===== src/rtl/smmu_csr_pkg.sv =====
// Shared constants, types and helpers for the translation-unit register file.
// Assumes eight fault types; the category mapping is fixed behaviour.
package smmu_csr_pkg;

    localparam int unsigned NUM_FAULT = 8;
    localparam int unsigned NUM_GRP   = 4;

    // Register byte offsets
    localparam int unsigned OFS_CTRL  = 32'h000;
    localparam int unsigned OFS_CFG   = 32'h004;
    localparam int unsigned OFS_FLUSH = 32'h00C;
    localparam int unsigned OFS_BASE  = 32'h014;
    localparam int unsigned OFS_STAT  = 32'h018;
    localparam int unsigned OFS_CLR   = 32'h01C;
    localparam int unsigned OFS_APAGE = 32'h024;
    localparam int unsigned OFS_AWR   = 32'h028;
    localparam int unsigned OFS_ARD   = 32'h02C;
    localparam int unsigned OFS_ABUS  = 32'h030;

    // Bit position of the small-table select in the configuration word
    localparam int unsigned CFG_SMALL_BIT = 5;

    // Address-register categories
    localparam logic [1:0] GRP_PAGE = 2'd0;
    localparam logic [1:0] GRP_WR   = 2'd1;
    localparam logic [1:0] GRP_RD   = 2'd2;
    localparam logic [1:0] GRP_BUS  = 2'd3;

    typedef struct packed {
        logic irq_en;
        logic stall;
        logic en;
    } ctrl_t;

    // Category of a fault type
    function automatic logic [1:0] fault_group(input int unsigned t);
        case (t)
            0:       return GRP_PAGE;
            3:       return GRP_BUS;
            1, 4, 5: return GRP_RD;
            default: return GRP_WR;
        endcase
    endfunction

    // Mask of the status bits belonging to one category
    function automatic logic [NUM_FAULT-1:0] group_mask(input logic [1:0] g);
        logic [NUM_FAULT-1:0] m;
        m = '0;
        for (int unsigned t = 0; t < NUM_FAULT; t++) begin
            m[t] = (fault_group(t) == g);
        end
        return m;
    endfunction

endpackage


===== src/rtl/smmu_csr_decode.sv =====
// Address decoder: turns a write strobe and a byte offset into one write
// enable per writable register. Assumes offsets are compared in full.
module smmu_csr_decode
    import smmu_csr_pkg::*;
#(
    parameter int unsigned REG_AW = 12
) (
    input  logic              reg_we,
    input  logic [REG_AW-1:0] reg_addr,
    output logic              wr_ctrl,
    output logic              wr_cfg,
    output logic              wr_base,
    output logic              wr_flush,
    output logic              wr_clr
);

    // Write-enable decode per register
    always_comb begin
        wr_ctrl  = reg_we && (reg_addr == REG_AW'(OFS_CTRL));
        wr_cfg   = reg_we && (reg_addr == REG_AW'(OFS_CFG));
        wr_base  = reg_we && (reg_addr == REG_AW'(OFS_BASE));
        wr_flush = reg_we && (reg_addr == REG_AW'(OFS_FLUSH));
        wr_clr   = reg_we && (reg_addr == REG_AW'(OFS_CLR));
    end

endmodule


===== src/rtl/smmu_csr_ctrl.sv =====
// Control, configuration, table base and flush-pulse registers.
// Assumes fault_taken is high in a cycle where a fault was accepted; that
// forces the stall bit after any software write of the same cycle.
module smmu_csr_ctrl
    import smmu_csr_pkg::*;
#(
    parameter int unsigned DW = 32
) (
    input  logic          clk,
    input  logic          rst_n,
    input  logic          wr_ctrl,
    input  logic          wr_cfg,
    input  logic          wr_base,
    input  logic          wr_flush,
    input  logic [DW-1:0] wdata,
    input  logic          fault_taken,
    output ctrl_t         ctrl_q,
    output logic          small_q,
    output logic [DW-1:0] base_q,
    output logic          flush_q
);

    // Control bits: software write, then fault forces stall
    always_ff @(posedge clk) begin
        if (!rst_n) begin
            ctrl_q <= '0;
        end else begin
            if (wr_ctrl) begin
                ctrl_q <= ctrl_t'(wdata[2:0]);
            end
            if (fault_taken) begin
                ctrl_q.stall <= 1'b1;
            end
        end
    end

    // Level-1 table size select
    always_ff @(posedge clk) begin
        if (!rst_n) begin
            small_q <= 1'b0;
        end else if (wr_cfg) begin
            small_q <= wdata[CFG_SMALL_BIT];
        end
    end

    // Page-table base
    always_ff @(posedge clk) begin
        if (!rst_n) begin
            base_q <= '0;
        end else if (wr_base) begin
            base_q <= wdata;
        end
    end

    // One-cycle invalidate pulse
    always_ff @(posedge clk) begin
        if (!rst_n) begin
            flush_q <= 1'b0;
        end else begin
            flush_q <= wr_flush && wdata[0];
        end
    end

endmodule


===== src/rtl/smmu_fault_log.sv =====
// Fault status and per-category fault address capture.
// Assumes accept is the translation-enable bit; events outside it are dropped.
// A category register loads only when none of its status bits is pending.
module smmu_fault_log
    import smmu_csr_pkg::*;
#(
    parameter int unsigned DW = 32
) (
    input  logic                    clk,
    input  logic                    rst_n,
    input  logic                    accept,
    input  logic [NUM_FAULT-1:0]    flt_vld,
    input  logic [NUM_FAULT*DW-1:0] flt_addr,
    input  logic                    wr_clr,
    input  logic [NUM_FAULT-1:0]    clr_bits,
    output logic [NUM_FAULT-1:0]    status_q,
    output logic [NUM_GRP*DW-1:0]   gaddr_q,
    output logic                    fault_taken
);

    logic [NUM_FAULT-1:0] raise;
    logic [NUM_FAULT-1:0] clr_mask;

    // Accepted events and clear mask
    always_comb begin
        raise       = accept ? flt_vld : '0;
        clr_mask    = wr_clr ? clr_bits : '0;
        fault_taken = |raise;
    end

    // Status: clear first, then set by accepted events
    always_ff @(posedge clk) begin
        if (!rst_n) begin
            status_q <= '0;
        end else begin
            status_q <= (status_q & ~clr_mask) | raise;
        end
    end

    for (genvar g = 0; g < NUM_GRP; g++) begin : g_grp
        localparam logic [NUM_FAULT-1:0] GMASK = group_mask(2'(g));
        logic [DW-1:0] pick;
        logic          hit;
        logic          busy;

        // Lowest-numbered accepted event in this category
        always_comb begin
            pick = '0;
            hit  = 1'b0;
            for (int t = NUM_FAULT - 1; t >= 0; t--) begin
                if (raise[t] && GMASK[t]) begin
                    pick = flt_addr[t*DW +: DW];
                    hit  = 1'b1;
                end
            end
            busy = |(status_q & GMASK);
        end

        // Address capture, held while the category is pending
        always_ff @(posedge clk) begin
            if (!rst_n) begin
                gaddr_q[g*DW +: DW] <= '0;
            end else if (hit && !busy) begin
                gaddr_q[g*DW +: DW] <= pick;
            end
        end
    end

endmodule


===== src/rtl/smmu_csr_top.sv =====
// Register file and fault capture of a per-master translation unit.
// Assumes a single software port with registered read data (one cycle).
module smmu_csr_top
    import smmu_csr_pkg::*;
#(
    parameter int unsigned REG_AW = 12,
    parameter int unsigned DW     = 32
) (
    input  logic                    clk,
    input  logic                    rst_n,
    input  logic                    reg_we,
    input  logic                    reg_rd,
    input  logic [REG_AW-1:0]       reg_addr,
    input  logic [DW-1:0]           reg_wdata,
    output logic [DW-1:0]           reg_rdata,
    input  logic [NUM_FAULT-1:0]    flt_vld,
    input  logic [NUM_FAULT*DW-1:0] flt_addr,
    output logic                    xlat_en,
    output logic                    xlat_stall,
    output logic [DW-1:0]           tbl_base,
    output logic                    l1_small,
    output logic                    tlb_flush,
    output logic                    irq
);

    logic wr_ctrl, wr_cfg, wr_base, wr_flush, wr_clr;
    ctrl_t                  ctrl_w;
    logic                   small_w;
    logic [NUM_FAULT-1:0]   status_w;
    logic [NUM_GRP*DW-1:0]  gaddr_w;
    logic                   fault_taken;
    logic [DW-1:0]          rd_val;
    logic [DW-1:0]          rdata_q;

    smmu_csr_decode #(.REG_AW(REG_AW)) u_dec (
        .reg_we   (reg_we),
        .reg_addr (reg_addr),
        .wr_ctrl  (wr_ctrl),
        .wr_cfg   (wr_cfg),
        .wr_base  (wr_base),
        .wr_flush (wr_flush),
        .wr_clr   (wr_clr)
    );

    smmu_csr_ctrl #(.DW(DW)) u_ctrl (
        .clk         (clk),
        .rst_n       (rst_n),
        .wr_ctrl     (wr_ctrl),
        .wr_cfg      (wr_cfg),
        .wr_base     (wr_base),
        .wr_flush    (wr_flush),
        .wdata       (reg_wdata),
        .fault_taken (fault_taken),
        .ctrl_q      (ctrl_w),
        .small_q     (small_w),
        .base_q      (tbl_base),
        .flush_q     (tlb_flush)
    );

    smmu_fault_log #(.DW(DW)) u_flt (
        .clk         (clk),
        .rst_n       (rst_n),
        .accept      (ctrl_w.en),
        .flt_vld     (flt_vld),
        .flt_addr    (flt_addr),
        .wr_clr      (wr_clr),
        .clr_bits    (reg_wdata[NUM_FAULT-1:0]),
        .status_q    (status_w),
        .gaddr_q     (gaddr_w),
        .fault_taken (fault_taken)
    );

    // Engine-facing outputs and interrupt level
    always_comb begin
        xlat_en    = ctrl_w.en;
        xlat_stall = ctrl_w.stall;
        l1_small   = small_w;
        irq        = ctrl_w.irq_en && (|status_w);
    end

    // Read multiplexer by offset
    always_comb begin
        rd_val = '0;
        case (reg_addr)
            REG_AW'(OFS_CTRL):  rd_val = DW'(ctrl_w);
            REG_AW'(OFS_CFG):   rd_val = DW'(small_w) << CFG_SMALL_BIT;
            REG_AW'(OFS_BASE):  rd_val = tbl_base;
            REG_AW'(OFS_STAT):  rd_val = DW'(status_w);
            REG_AW'(OFS_APAGE): rd_val = gaddr_w[GRP_PAGE*DW +: DW];
            REG_AW'(OFS_AWR):   rd_val = gaddr_w[GRP_WR*DW +: DW];
            REG_AW'(OFS_ARD):   rd_val = gaddr_w[GRP_RD*DW +: DW];
            REG_AW'(OFS_ABUS):  rd_val = gaddr_w[GRP_BUS*DW +: DW];
            default:            rd_val = '0;
        endcase
    end

    // Registered read data, held between reads
    always_ff @(posedge clk) begin
        if (!rst_n) begin
            rdata_q <= '0;
        end else if (reg_rd) begin
            rdata_q <= rd_val;
        end
    end

    assign reg_rdata = rdata_q;

endmodule


===== config.mk =====
export PLATFORM = sky130hd
export DESIGN_NAME = smmu_csr_top
export DESIGN_NICKNAME = d
export VERILOG_FILES = /design/src/rtl/smmu_csr_pkg.sv /design/src/rtl/smmu_csr_decode.sv /design/src/rtl/smmu_csr_ctrl.sv /design/src/rtl/smmu_fault_log.sv /design/src/rtl/smmu_csr_top.sv
export SDC_FILE = /design/constraint.sdc
export NUM_CORES = 1
export LEC_CHECK = 0
export CORE_MARGIN = 2
export CORE_UTILIZATION = 30
export CTS_CLUSTER_SIZE = 14
export DETAILED_ROUTE_END_ITERATION = 12
export GPL_TIMING_DRIVEN = 0
export PLACE_DENSITY = 0.68
export SKIP_LAST_GASP = 1
export SLEW_MARGIN = 20
export SYNTH_ARGS = -nofsm -noshare
export SYNTH_HDL_FRONTEND = slang
export SYNTH_SLANG_ARGS = --single-unit

===== constraint.sdc =====
create_clock -name clk -period 2.8 [get_ports clk]
set_clock_uncertainty 0.05 [all_clocks]
set_input_delay 0.42 -clock clk [delete_from_list [all_inputs] [get_ports clk]]
set_output_delay 0.42 -clock clk [all_outputs]
set_load 0.01 [all_outputs]

==> impl_results.md <==
* Die area at ~32000 um^2
* Pin count of the biggest net entering global routing at 13
* Total GRT Usage at 0.250
* Root Buffer: clkbuf_16
* Worst slack at placement at -0.691 ns
* First-pass GRT wire length at roughly 60000 um
* YS warnings at 0
* Max-cap violations at 0
* Hold Path Class: input port to register
* Crit path buffers/inverters at 1
* Cell depth of the worst hold path at 3
* CP Capture Type: primary output
* Row count at 64
* Final setup TNS at 0 ns
* Starting density of the core at 0.303
* Initial antenna violation count at 6
* Synthesized instance count at between 1000 and 1500
* Reg-to-reg endpoint: u_flt.gaddr_q[44]
* Top cell type's share of synthesized area at 0.445
* RSZ-0062 raised after global routing: false
* Post-route design area at ~14000 um^2
* Setup crit start kind: register
* # hold bufs at CTS at 0
* Commonest non-fill, non-tap cell in the layout: clkdlybuf4s50_1
* Syn Area/Cell at roughly 8 um^2
* DRT Wirelength at roughly 42000 um
* CTS Buffer Depth at 3
* R2R setup slack at about 0.26 ns
* Top Family by Delay on Critical Path: simple AND/OR/NAND/NOR gates
* Register area share after synthesis at 0.445
* Most frequent cells in the layout: clkdlybuf4s50_1 (378), nand2_1 (241), dfxtp_1 (205), a21oi_1 (188), a22oi_1 (93)
* CTS tree: built
* Core Region at 30400 um^2
* Number of detailed-route iterations in the first pass at 5
* H-tree depth at 1
* WHS Endpoint: u_ctrl.base_q[20]
* Die H at about 180 um
* Setup slack after layout at between 0.15 and 0.2 ns
* Cell Chain, Critical Path: nor3_1 -> nand2_1 -> o31a_1 -> clkdlybuf4s50_1
* GP Congestion at roughly 0.90
* Dominant cells by area after synthesis: dfxtp_1 (45%), a21oi_1 (10%), nand2_1 (9.8%)
* Area after DPL at 13500 um^2
* Clock transition at path regs at around 0.06 ns
* Pins Over Slew Limit at 0
* Count of cell types in the netlist at between 40 and 50
* Vias in the first global route at between 10000 and 15000
* # port buffers at 378
* Worst path max stage delay at 0.49 ns
* Initial DRC count at roughly 740
* R2r startpoint: u_ctrl.ctrl_q[0]
* Num ports at 381
* Crit path time final at 2.63 ns
* Ys flop type: dfxtp_1
* Layout cell share with drive strength beyond 1 at 0.0390
* Nets@finish at roughly 1900
* Worst R2R Path Depth at 7
* Data required, critical path at roughly 2.3 ns
* LEAKAGE at ~4.8 nW
* Area grow syn2layout at 54.6%
* Setup-failing EPs final at 0
* Total power at about 6.5 mW
* Flops & latches, synth at about 210
* Max-slew headroom at 0.413
* Hold Fails Final Rpt at 0
* Tightest Pin Transition at between 0.8 and 0.9 ns
* CTS buffer count at 23
* Pwr dens at roughly 450 nW/um^2
* Die width at between 150 and 200 um
* Final core occ at 0.468
* Sink Count at 205
* DP HPWL at between 30000 and 40000 um
* Post-synth EDFFs at 0
* Fin crit share at 0.939
* Outcome: complete, no violations
* Critical path class: register to primary output
* Global route overflow at 0
* Routed vias at around 10000
* Mean routed wirelength per cell at 21.4 um
* Post-Syn Area at between 9000 and 10000 um^2
* Cell taking the most area after synthesis: dfxtp_1
* Syn nets at about 1500
* Fraction of registers with async set/reset at 0
* Clock Latency Late Sink at 0.51 ns
* DRC at 0
* Peak supply drop at ~0.37 mV
* Final antenna-violating net count at 0
* Hold path start: reg_wdata[20]
* Worst-path fanout max at 3
* Worst Path Arrival at between 2 and 2.5 ns
* CP max stage cell: clkdlybuf4s50_1
* Setup bufs post-CTS at 0
* Vias/cell at 5.27
* Maximum clock frequency at 380 MHz
metal layers:
layer	up-vias	track usage	wire length (um)
li1	4962	-	-
met1	4836	0.313	17500
met2	487	0.429	20100
met3	74	0.0473	3300
met4	0	0.0837	1220
met5	-	0	0
final cells by class:
class | count | area (um^2)
antenna | 6 | 15.0
buffer | 103 | 399
clock buffer | 34 | 667
clock inverter | 4 | 48.8
fill | 3027 | 16200
inverter | 3 | 11.3
multi-input combinational | 838 | 4720
sequential | 205 | 4100
tap | 396 | 495
timing repair buffer | 378 | 3780
report_power, final:
group          switching [mW]  total, mW  internal (mW)
Sequential          0.0000906       2.92           2.92
Combinational           0.220      0.630          0.410
Clock                    1.19       2.92           1.72
metrics by stage:
stage                     hold slack, ns  std cells
final                              0.396       1967
after global routing               0.401       1966
after CTS                          0.380       1962
after detailed placement           0.391       1924
after global placement             0.387       1924
after floorplan                    0.384       1150
Yosys cell counts (7+ instances only):
| cell | instances |
|---|---|
| a21oi_1 | 188 |
| a22o_1 | 72 |
| a22oi_1 | 93 |
| buf_1 | 8 |
| buf_2 | 7 |
| clkbuf_1 | 89 |
| dfxtp_1 | 205 |
| mux2i_1 | 30 |
| nand2_1 | 241 |
| nor2_1 | 84 |
| o21ai_0 | 19 |
| o21ai_1 | 17 |
| o22ai_1 | 22 |
worst reg2reg max path, cell delays in order, from the launching register on:
cell	delay (ns)
dfxtp_1	0.40
clkbuf_1	0.43
nand2_1	0.14
nor2_1	0.40
clkbuf_1	0.50
a22oi_1	0.14
a21oi_1	0.26
a22o_1	0.16
logic make-up after synthesis:
kind of cell	share of synthesized area
AO/OA/AOI/OAI	0.307
buffers and inverters	0.0445
XOR/XNOR	0.000951
flip-flops	0.445
AND/OR/NAND/NOR	0.162
multiplexers	0.0399
state kept, by name (all words and copies together), names as in the netlist:
register        cells
u_ctrl.flush_q      1
u_flt.status_q      8
reg_rdata          32
u_flt.gaddr_q     128
u_ctrl.ctrl_q       3
u_ctrl.small_q      1
u_ctrl.base_q      32
worst max-delay path by stage:
stage,endpoint,start,cells past startpoint
finish,irq,u_flt.status_q[2],4
CTS,reg_rdata[25],reg_addr[2],8
global route,u_ctrl.base_q[1],reg_addr[7],8
floorplan,u_ctrl.ctrl_q[1],reg_addr[11],5
global placement,reg_rdata[22],reg_addr[5],8
detailed placement,reg_rdata[22],reg_addr[5],8
timing repair:
action                                 CTS  global route
pin swaps                                0             0
cloned                                   0             0
endpoints found under the hold margin    0             0
setup endpoints to repair               22            34
gates resized for setup                  2             7
(Power assumes the default switching activity.)
